### config.mk
export PLATFORM = sky130hd
export DESIGN_NAME = i2c_pec_regport
export DESIGN_NICKNAME = d
export VERILOG_FILES = /design/src/rtl/i2c_pec_pkg.sv /design/src/rtl/i2c_line_sync.sv /design/src/rtl/i2c_crc8_acc.sv /design/src/rtl/i2c_target_fsm.sv /design/src/rtl/i2c_pec_regport.sv
export SDC_FILE = /design/constraint.sdc
export NUM_CORES = 1
export LEC_CHECK = 0
export BUFFER_PORTS_ARGS = -buffer_cell sky130_fd_sc_hd__clkbuf_2
export CORE_MARGIN = 3
export CORE_UTILIZATION = 25
export DETAILED_ROUTE_END_ITERATION = 10
export GPL_TIMING_DRIVEN = 0
export PLACE_DENSITY = 0.43
export SLEW_MARGIN = 30
export SYNTH_ARGS = -nofsm -noshare
export SYNTH_HDL_FRONTEND = slang
export SYNTH_HIERARCHICAL = 1
export SYNTH_SLANG_ARGS = --single-unit
### constraint.sdc
create_clock -name clk_i -period 3.4 [get_ports clk_i]
set_clock_uncertainty 0.2 [all_clocks]
set_input_delay 0.34 -clock clk_i [delete_from_list [all_inputs] [get_ports clk_i]]
set_output_delay 0.34 -clock clk_i [all_outputs]
set_load 0.02 [all_outputs]
### src/rtl/i2c_pec_pkg.sv
package i2c_pec_pkg;

  typedef enum logic [3:0] {
    ST_IDLE, ST_ADDR, ST_AACK, ST_SUB, ST_SACK, ST_DATA, ST_DACK,
    ST_PEC, ST_PACK, ST_TX, ST_TACK, ST_HOLD
  } tgt_state_e;

  function automatic logic [7:0] crc8_byte(input logic [7:0] c,
                                           input logic [7:0] b,
                                           input logic [7:0] poly);
    logic [7:0] r;
    r = c ^ b;
    for (int i = 0; i < 8; i++) begin
      r = r[7] ? ({r[6:0], 1'b0} ^ poly) : {r[6:0], 1'b0};
    end
    return r;
  endfunction

endpackage

### src/rtl/i2c_line_sync.sv
module i2c_line_sync #(
  parameter int STAGES = 2
) (
  input  logic clk_i,
  input  logic rst_ni,
  input  logic line_i,
  output logic level_o,
  output logic rise_o,
  output logic fall_o
);
  logic [STAGES-1:0] chain_q;
  logic              prev_q;

  // bus idles high, so reset to 1 to avoid a fake edge
  always_ff @(posedge clk_i or negedge rst_ni) begin
    if (!rst_ni) begin
      chain_q <= '1;
      prev_q  <= 1'b1;
    end else begin
      chain_q <= {chain_q[STAGES-2:0], line_i};
      prev_q  <= chain_q[STAGES-1];
    end
  end

  assign level_o = chain_q[STAGES-1];
  assign rise_o  = chain_q[STAGES-1] & ~prev_q;
  assign fall_o  = ~chain_q[STAGES-1] & prev_q;

endmodule

### src/rtl/i2c_crc8_acc.sv
module i2c_crc8_acc #(
  parameter logic [7:0] POLY = 8'h07
) (
  input  logic       clk_i,
  input  logic       rst_ni,
  input  logic       clr_i,
  input  logic       upd_i,
  input  logic [7:0] byte_i,
  output logic [7:0] crc_o
);
  import i2c_pec_pkg::*;

  logic [7:0] crc_q;

  always_ff @(posedge clk_i or negedge rst_ni) begin
    if (!rst_ni)     crc_q <= 8'h00;
    else if (clr_i)  crc_q <= 8'h00;
    else if (upd_i)  crc_q <= crc8_byte(crc_q, byte_i, POLY);
  end

  assign crc_o = crc_q;

  AST_CRC_CLEARED: assert property (@(posedge clk_i) disable iff (!rst_ni)
    clr_i |=> (crc_o == 8'h00));

endmodule

### src/rtl/i2c_target_fsm.sv
module i2c_target_fsm #(
  parameter logic [2:0] ADDR_PREFIX = 3'b101,
  parameter int         REG_AW      = 4
) (
  input  logic              clk_i,
  input  logic              rst_ni,
  input  logic              scl_lvl_i,
  input  logic              scl_rise_i,
  input  logic              scl_fall_i,
  input  logic              sda_lvl_i,
  input  logic              sda_rise_i,
  input  logic              sda_fall_i,
  input  logic [3:0]        addr_sel_i,
  input  logic [7:0]        crc_i,
  output logic              crc_clr_o,
  output logic              crc_upd_o,
  output logic [7:0]        crc_byte_o,
  input  logic [7:0]        reg_rdata_i,
  output logic [REG_AW-1:0] reg_addr_o,
  output logic              reg_we_o,
  output logic [7:0]        reg_wdata_o,
  output logic              sda_oe_o
);
  import i2c_pec_pkg::*;

  tgt_state_e        state_q;
  logic [3:0]        bit_cnt_q;
  logic [7:0]        rx_sh_q, tx_sh_q, dbuf_q;
  logic [REG_AW-1:0] ptr_q;
  logic              ack_q, ack_phase_q, rd_q, pec_sent_q, mack_q, we_q, sda_oe_q;

  logic       start_evt, stop_evt, rx_state, rx_done, load_data, addr_hit;
  logic [7:0] rx_byte;

  always_comb begin
    start_evt = sda_fall_i & scl_lvl_i;
    stop_evt  = sda_rise_i & scl_lvl_i;
    rx_state  = (state_q == ST_ADDR) || (state_q == ST_SUB) ||
                (state_q == ST_DATA) || (state_q == ST_PEC);
    rx_byte   = {rx_sh_q[6:0], sda_lvl_i};
    rx_done   = rx_state & scl_rise_i & (bit_cnt_q == 4'd7);
    addr_hit  = (rx_byte[7:1] == {ADDR_PREFIX, addr_sel_i});
    load_data = (state_q == ST_AACK) & ack_phase_q & scl_fall_i & rd_q;
    crc_clr_o  = start_evt;
    crc_upd_o  = (rx_done & (state_q != ST_PEC)) | load_data;
    crc_byte_o = load_data ? reg_rdata_i : rx_byte;
  end

  always_ff @(posedge clk_i or negedge rst_ni) begin
    if (!rst_ni) begin
      state_q     <= ST_IDLE;
      bit_cnt_q   <= '0;
      rx_sh_q     <= '0;
      tx_sh_q     <= '0;
      dbuf_q      <= '0;
      ptr_q       <= '0;
      ack_q       <= 1'b0;
      ack_phase_q <= 1'b0;
      rd_q        <= 1'b0;
      pec_sent_q  <= 1'b0;
      mack_q      <= 1'b0;
      we_q        <= 1'b0;
      sda_oe_q    <= 1'b0;
    end else begin
      we_q <= 1'b0;
      if (start_evt) begin
        state_q     <= ST_ADDR;
        bit_cnt_q   <= '0;
        sda_oe_q    <= 1'b0;
        ack_phase_q <= 1'b0;
        pec_sent_q  <= 1'b0;
      end else if (stop_evt) begin
        state_q     <= ST_IDLE;
        sda_oe_q    <= 1'b0;
        ack_phase_q <= 1'b0;
      end else begin
        unique case (state_q)
          ST_ADDR, ST_SUB, ST_DATA, ST_PEC: begin
            if (scl_rise_i) begin
              rx_sh_q   <= rx_byte;
              bit_cnt_q <= bit_cnt_q + 4'd1;
              if (bit_cnt_q == 4'd7) begin
                bit_cnt_q <= '0;
                ack_q     <= 1'b1;
                case (state_q)
                  ST_ADDR: begin
                    rd_q    <= rx_byte[0];
                    state_q <= addr_hit ? ST_AACK : ST_HOLD;
                  end
                  ST_SUB: begin
                    ptr_q   <= rx_byte[REG_AW-1:0];
                    state_q <= ST_SACK;
                  end
                  ST_DATA: begin
                    dbuf_q  <= rx_byte;
                    state_q <= ST_DACK;
                  end
                  default: begin
                    ack_q   <= (rx_byte == crc_i);
                    we_q    <= (rx_byte == crc_i);
                    state_q <= ST_PACK;
                  end
                endcase
              end
            end
          end
          ST_AACK, ST_SACK, ST_DACK, ST_PACK: begin
            if (scl_fall_i) begin
              if (!ack_phase_q) begin
                sda_oe_q    <= ack_q;
                ack_phase_q <= 1'b1;
              end else begin
                ack_phase_q <= 1'b0;
                sda_oe_q    <= 1'b0;
                case (state_q)
                  ST_AACK: begin
                    if (rd_q) begin
                      tx_sh_q   <= reg_rdata_i;
                      sda_oe_q  <= ~reg_rdata_i[7];
                      bit_cnt_q <= '0;
                      state_q   <= ST_TX;
                    end else begin
                      state_q <= ST_SUB;
                    end
                  end
                  ST_SACK: state_q <= ST_DATA;
                  ST_DACK: state_q <= ST_PEC;
                  default: state_q <= ST_HOLD;
                endcase
              end
            end
          end
          ST_TX: begin
            if (scl_rise_i) begin
              bit_cnt_q <= bit_cnt_q + 4'd1;
            end else if (scl_fall_i) begin
              if (bit_cnt_q == 4'd8) begin
                sda_oe_q  <= 1'b0;
                bit_cnt_q <= '0;
                state_q   <= ST_TACK;
              end else begin
                tx_sh_q  <= {tx_sh_q[6:0], 1'b0};
                sda_oe_q <= ~tx_sh_q[6];
              end
            end
          end
          ST_TACK: begin
            if (scl_rise_i) begin
              mack_q <= ~sda_lvl_i;
            end else if (scl_fall_i) begin
              if (mack_q && !pec_sent_q) begin
                tx_sh_q    <= crc_i;
                sda_oe_q   <= ~crc_i[7];
                pec_sent_q <= 1'b1;
                state_q    <= ST_TX;
              end else begin
                state_q <= ST_HOLD;
              end
            end
          end
          default: ;
        endcase
      end
    end
  end

  assign reg_addr_o  = ptr_q;
  assign reg_we_o    = we_q;
  assign reg_wdata_o = dbuf_q;
  assign sda_oe_o    = sda_oe_q;

  AST_WE_SINGLE_PULSE: assert property (@(posedge clk_i) disable iff (!rst_ni)
    we_q |=> !we_q);
  AST_WE_IN_PEC_SLOT: assert property (@(posedge clk_i) disable iff (!rst_ni)
    we_q |-> (state_q == ST_PACK) && ack_q);
  AST_BAD_PEC_NO_WE: assert property (@(posedge clk_i) disable iff (!rst_ni)
    (rx_done && state_q == ST_PEC && rx_byte != crc_i) |=> !we_q);
  AST_IGNORE_RELEASED: assert property (@(posedge clk_i) disable iff (!rst_ni)
    (state_q == ST_HOLD || state_q == ST_IDLE) |-> !sda_oe_q);
  AST_SDA_STABLE_SCL_HIGH: assert property (@(posedge clk_i) disable iff (!rst_ni)
    (scl_lvl_i && $past(scl_lvl_i)) |-> $stable(sda_oe_q));

endmodule

### src/rtl/i2c_pec_regport.sv
module i2c_pec_regport #(
  parameter logic [2:0] ADDR_PREFIX = 3'b101,
  parameter int         REG_AW      = 4,
  parameter int         SYNC_STAGES = 2,
  parameter logic [7:0] CRC_POLY    = 8'h07
) (
  input  logic              clk_i,
  input  logic              rst_ni,
  input  logic              scl_i,
  input  logic              sda_i,
  output logic              sda_oe_o,
  input  logic [3:0]        addr_sel_i,
  output logic [REG_AW-1:0] reg_addr_o,
  output logic              reg_we_o,
  output logic [7:0]        reg_wdata_o,
  input  logic [7:0]        reg_rdata_i
);
  localparam int NLINES = 2; // 0: SCL, 1: SDA

  logic [NLINES-1:0] raw, lvl, rise, fall;
  logic              crc_clr, crc_upd;
  logic [7:0]        crc_byte, crc_val;

  assign raw = {sda_i, scl_i};

  for (genvar g = 0; g < NLINES; g++) begin : g_sync
    i2c_line_sync #(.STAGES(SYNC_STAGES)) u_sync (
      .clk_i  (clk_i),
      .rst_ni (rst_ni),
      .line_i (raw[g]),
      .level_o(lvl[g]),
      .rise_o (rise[g]),
      .fall_o (fall[g])
    );
  end

  i2c_crc8_acc #(.POLY(CRC_POLY)) u_crc (
    .clk_i (clk_i),
    .rst_ni(rst_ni),
    .clr_i (crc_clr),
    .upd_i (crc_upd),
    .byte_i(crc_byte),
    .crc_o (crc_val)
  );

  i2c_target_fsm #(.ADDR_PREFIX(ADDR_PREFIX), .REG_AW(REG_AW)) u_fsm (
    .clk_i      (clk_i),
    .rst_ni     (rst_ni),
    .scl_lvl_i  (lvl[0]),
    .scl_rise_i (rise[0]),
    .scl_fall_i (fall[0]),
    .sda_lvl_i  (lvl[1]),
    .sda_rise_i (rise[1]),
    .sda_fall_i (fall[1]),
    .addr_sel_i (addr_sel_i),
    .crc_i      (crc_val),
    .crc_clr_o  (crc_clr),
    .crc_upd_o  (crc_upd),
    .crc_byte_o (crc_byte),
    .reg_rdata_i(reg_rdata_i),
    .reg_addr_o (reg_addr_o),
    .reg_we_o   (reg_we_o),
    .reg_wdata_o(reg_wdata_o),
    .sda_oe_o   (sda_oe_o)
  );

endmodule

; ---- Word level (Yosys, flattened, before mapping)
; Index checks and enable logic that the tools add are counted.
[classes]
n_addsub = 1
eq_ne = 44
mux = 82
n_bitwise = 31
reduce_logical = 30
[ops]
columns = operator, n
row1 = two-way mux 4 bit, 24
row2 = two-way mux 7 bit, 10
row3 = "inequality test 4 x 2 -> 1 bit, second input constant", 10
row4 = case mux 4 bit (3 select lines), 3
row5 = two-way mux 1 bit, 30
row6 = two-way mux 3 bit, 8
row7 = two-way mux 8 bit, 3
row8 = NOT 3 bit, 8
row9 = case mux 7 bit (3 select lines), 1
row10 = "== test 4 x 3 -> 1 bit, second input constant", 5
row11 = AND reduction 6 bit, 3
row12 = "== test 4 bit, second input constant", 4
row13 = case mux 4 bit (4 select lines), 1
row14 = "inequality test 3 x 2 -> 1 bit, second input constant", 5
row15 = "inequality test 2 x 1 -> 1 bit, second input constant", 7
row16 = AND reduction 13 bit, 1
row17 = bitwise AND 1 bit, 12
row18 = "inequality test 2 bit, second input constant", 5
row19 = AND reduction 10 bit, 1
row20 = AND reduction 5 bit, 2
row21 = NOT 1 bit, 9
row22 = AND reduction 9 bit, 1
row23 = nonzero test 3 bit, 3
row24 = "== test 4 x 2 -> 1 bit, second input constant", 2
row25 = 22 further kinds, 30
[word_totals]
regBits = 55
out_inout_bits = 14
wordCells = 206

; ---- Logic depth before layout (Yosys ltp)
[depth]
word_depth = 24
depth_mapped = 8
ltp_nobuf = 8

; ---- Modules after synthesis
; The synthesis kept the hierarchy.
[by_module_without_submodules]
columns = module, instances, cells_each, area_each_um2
row1 = i2c_target_fsm, 1, 249, 2502.4
row2 = i2c_crc8_acc, 1, 57, 636.9
row3 = i2c_line_sync, 2, 5, 93.8

; ---- Worst setup path after synthesis
; No wires, ideal clock.
[synth_timing]
path_kind = register -> register
start = register g_sync[0].u_sync.chain_q[1]
end = register u_crc.crc_q[4] (netlist: u_crc/crc_o[4])
setup_time_ps = 127
arrival_ps = 2664
setup_slack_ps = 408
path_stages_with_launch = 9
path_buffers = 1
period_less_slack_ps = 2992
cell_sequence = dfstp_2 -> and2b_2 -> clkbuf_1 -> nand4_1 -> mux2_2 -> xnor2_1 -> xnor3_1 -> nor2_1 -> mux2_1
[synth_via]
word_cells_on_any_way = 20
classes_between = 6 x mux / 13 x bitwise / 1 x reduce/logical
[synth_lines]
columns = element, line
row1 = from (decl), i2c_line_sync.sv:11  ; logic [STAGES-1:0] chain_q;
row2 = from (signal assigned), i2c_line_sync.sv:20  ; chain_q <= {chain_q[STAGES-2:0], line_i};
row3 = NOT 1 bit *, i2c_line_sync.sv:27  ; assign fall_o = ~chain_q[STAGES-1] & prev_q;
row4 = bitwise AND 1 bit *, i2c_line_sync.sv:27
row5 = via fall[0], i2c_pec_regport.sv:20  ; logic [NLINES-1:0] raw, lvl, rise, fall;
row6 = bitwise AND 1 bit * (2 in series), i2c_target_fsm.sv:43  ; load_data = (state_q == ST_AACK) & ack_phase_q & scl_fall_i & rd_q;
row7 = two-way mux 8 bit *, i2c_target_fsm.sv:46  ; crc_byte_o = load_data ? reg_rdata_i : rx_byte;
row8 = via crc_byte[3], i2c_pec_regport.sv:22  ; logic [7:0] crc_byte, crc_val;
row9 = bitwise XOR 8 bit *, i2c_pec_pkg.sv:12  ; r = c ^ b;
row10 = two-way mux 3 bit *, i2c_pec_pkg.sv:14  ; r = r[7] ? ({r[6:0], 1'b0} ^ poly) : {r[6:0], 1'b0};
row11 = NOT 3 bit (no line), n/a
row12 = two-way mux 3 bit *, i2c_pec_pkg.sv:14
row13 = two-way mux 8 bit *, i2c_crc8_acc.sv:18  ; else if (upd_i) crc_q <= crc8_byte(crc_q, byte_i, POLY);
row14 = two-way mux 8 bit *, i2c_crc8_acc.sv:17  ; else if (clr_i) crc_q <= 8'h00;
row15 = to (signal assigned), i2c_crc8_acc.sv:18
row16 = to (decl), i2c_crc8_acc.sv:13  ; logic [7:0] crc_q;
; The timed path passes the listed nets; every way through them passes the cells marked *. The select of a mux whose other input is x is not followed.
; A chain may end at the register's enable or synchronous reset.

; ---- Worst setup path after layout
; Same ends and word-level chain as after synthesis.

==> flow_summary.yaml <==
die:
  dieArea_mm2: 0.0147
  ios: 30
  initial_utilization_pct: 25.9
  die_w_um: 121
  core_mm2: 0.0128
  die_h_um: 121
  row_count: 41
critical_path:
  cp-end-kind: "flip-flop"
  crit_fanout: 9
  cp-start-kind: "flip-flop"
  worstSetupPathType: "reg -> reg"
  arrival_ns: 3.21
  r2r.worst_path.cells: 9
  rrSetupSlack_ns: 0.18
  required_ns: 3.39
  r2r-start: "g_sync[0].u_sync/chain_q[1]"
  r2r_end: "u_crc/crc_o[4]"
clock_tree:
  clockRootBuffer: "clkbuf_16"
  cts_tree: "done"
  insertion_delay_ns: 0.30
  clockBufferDepth: 2
  numCtsBuffers: 5
  clk_pin_slew_ns: 0.08
  htree_levels: 2
  cts_sinks: 55
pwr:
  powerDensity_mw_per_mm2: 732
  p_leak_nw: 1.78
  ir_worst_vdd_mv: 0.251
route:
  num_vias: 2492
  via_per_inst: 4.69
  wl_um: 8380
  drc: 0
  ant_nets: 0
  drt_pass1_iterations: 4
  first_iter_violations: 144
  wire_per_inst_um: 15.8
global_route:
  grt_pass1_wl_um: 13900
  grt_max_degree: 33
  antenna_found_initial: 0
  grt_pass1_vias: 2569
  globalRouteOverflowTotal: 0
  grt_usage_pct: 12.0
cells_and_area:
  fin_nets: 376
  final_cells: 531
  drive_gt1_share_pct: 29.0
  area_growth_pct: 18.4
  num_antenna_cells: 0
  mostFrequentLayoutCells: "dfrtp_1, mux2_2, clkbuf_2"
  fin_util_pct: 30.7
  fill_cells: 1382
  fin_area_mm2: 0.00394
  final_common_cell: "dfrtp_1"
worst_hold_path:
  worstHoldPathCells: 0
  hold_path_end: "g_sync[1].u_sync/chain_q[1]"
  hp-start: "g_sync[1].u_sync/chain_q[0]"
  holdCritPathClass: "reg -> reg"
timing:
  setup_viol: 0
  min_period_over_period_pct: 94.6
  drv_slew: 0
  max_freq_ghz: 0.311
  slew_headroom_pct: 51.5
  tightest_slew_ns: 0.725
  grt_setup_unrepaired: "no"
  finalHoldViolCount: 0
  fin_crit_ns: 3.22
synthesis:
  synth_seq_cells: 55
  synth-async-reset-ratio_pct: 100
  synth_area_mm2: 0.00333
  synth-edff-count: 0
  ys_seq_area_share_pct: 41.6
  ys_types: 54
  ys.flop_type: "dfrtp_1"
  avgSynthCellArea_um2: 10.5
  synthesis.nets: 334
  synthesis.instances: 316
  ys_warn_count: 6
job:
  drv_cap: 0
placed_design:
  portBuffers: 29
  placed_cells: 518
  dp_hpwl_um: 6360
  dpl_cell_area_mm2: 0.00371
  gp_congestion: 0.839
run_status:
  status: "finished, final reports clean"
==> sequential cells by signal, summed over array words and instances (netlist names), 2 cells and up <==
name                   cells
u_crc/crc_o                8
u_fsm/reg_wdata_o          8
u_fsm/rx_sh_q              7
u_fsm/tx_sh_q              7
g_sync.u_sync/chain_q      4
u_fsm/bit_cnt_q            4
u_fsm/reg_addr_o           4
u_fsm/state_q              4
g_sync.u_sync/prev_q       2
==> through the flow <==
| stage | hold WS [ns] | total power [mW] | TNS (ns) | setup WS [ns] |
|---|---|---|---|---|
| final | 0.162 | 2.88 | 0 | 0.184 |
| after global routing | 0.166 | 3.11 | 0 | 0.0301 |
| after CTS | 0.164 | 2.91 | 0 | 0.145 |
| after detailed placement | 0.124 | 2.33 | -0.286 | -0.116 |
| after global placement | 0.146 | 2.32 | -0.361 | -0.144 |
| after floorplan | -0.156 | 2.02 | 0 | 0.408 |
==> kinds of logic (layout without fill, tap and decap cells) <==
| group | count (synthesis) | after routing | share of synthesized area [%] |
|---|---|---|---|
| AOI/OAI and AO/OA | 63 | 63 | 13.2 |
| xor gates and xnor gates | 34 | 34 | 11.8 |
| adders and majority gates | 2 | 2 | 0.752 |
| buffers and inverters | 26 | 69 | 3.23 |
| DFF | 55 | 55 | 41.6 |
| muxes | 41 | 41 | 13.7 |
| and+or+nand+nor | 95 | 95 | 15.7 |
==> worst max path at each step <==
stage | end | slack, ns | cells past startpoint | startpoint
2_1_floorplan | u_crc/crc_o[4] | 0.41 | 8 | g_sync[0].u_sync/chain_q[1]
3_3_place_gp | u_crc/crc_o[6] | -0.14 | 8 | u_fsm/state_q[3]
3_5_place_dp | u_crc/crc_o[6] | -0.12 | 8 | u_fsm/state_q[3]
4_1_cts | u_crc/crc_o[6] | 0.15 | 9 | g_sync[0].u_sync/chain_q[1]
5_1_grt | u_crc/crc_o[4] | 0.03 | 9 | g_sync[0].u_sync/chain_q[1]
6_report | u_crc/crc_o[4] | 0.18 | 9 | g_sync[0].u_sync/chain_q[1]
==> layer usage <==
layer	share of wire [%]	vias up	track usage, %
li1	-	1221	-
met1	47	1221	16.2
met2	48	41	19.9
met3	4.1	9	2.42
met4	1.1	0	2.80
met5	0	-	0
==> where the power goes <==
part	switching [mW]	internal, mW
Clock	0.274	0.286
Sequential	0.121	0.794
Combinational	0.733	0.675
==> critical path: stages, from the launching register on <==
cell	delay [ns]
dfstp_2	0.63
and2b_2	0.23
clkbuf_1	0.19
nand4_1	0.12
buf_4	0.18
mux2_2	0.36
xnor2_1	0.37
xnor3_1	0.39
nor2_1	0.11
mux2_1	0.32
==> repair_timing <==
action,4_1_cts,5_1_grt
gates resized for setup,0,4
hold endpoints to repair,23,0
pin swaps,1,0
endpoints found under the setup margin,3,10
hold buffers,3,0
setup buffers,2,0
cloned,0,0
==> cell usage after synthesis, types with 3 or more instances <==
master / n / area share (%)
dfrtp_1: 49 / 37
mux2_2: 35 / 12
nand2_1: 27 / 3.0
nor2_1: 21 / 2.4
xnor2_1: 17 / 4.5
a21oi_1: 12 / 1.8
inv_1: 11 / 1.2
o21ai_0: 11 / 1.7
xor2_1: 10 / 2.6
a22oi_1: 9 / 2.0
clkbuf_1: 9 / 1.0
nand3_1: 7 / 1.1
nor3_1: 7 / 1.1
dfstp_2: 6 / 4.7
nor2b_1: 6 / 1.1
a211oi_1: 5 / 1.1
buf_2: 5 / 0.75
mux2i_1: 4 / 1.2
nand4_1: 4 / 0.75
a21o_1: 3 / 0.68
a22o_1: 3 / 0.79
nand2b_1: 3 / 0.56
nand4b_1: 3 / 0.79
nor4_1: 3 / 0.56
o32ai_1: 3 / 0.79
xnor3_1: 3 / 2.0
xor3_1: 3 / 2.1
==> area by class of cell <==
cell class	instances	area, um^2	share of cell area, %
sequential	55	1380	35.1
tap	172	215	5.46
timing repair buffer	35	213	5.40
clock inverter	3	31.3	0.794
inverter	11	41.3	1.05
clock buffer	5	125	3.18
buffer	15	66.3	1.68
multi-input combinational	235	1860	47.3
Note: power is estimated with default switching activity, not from simulation.
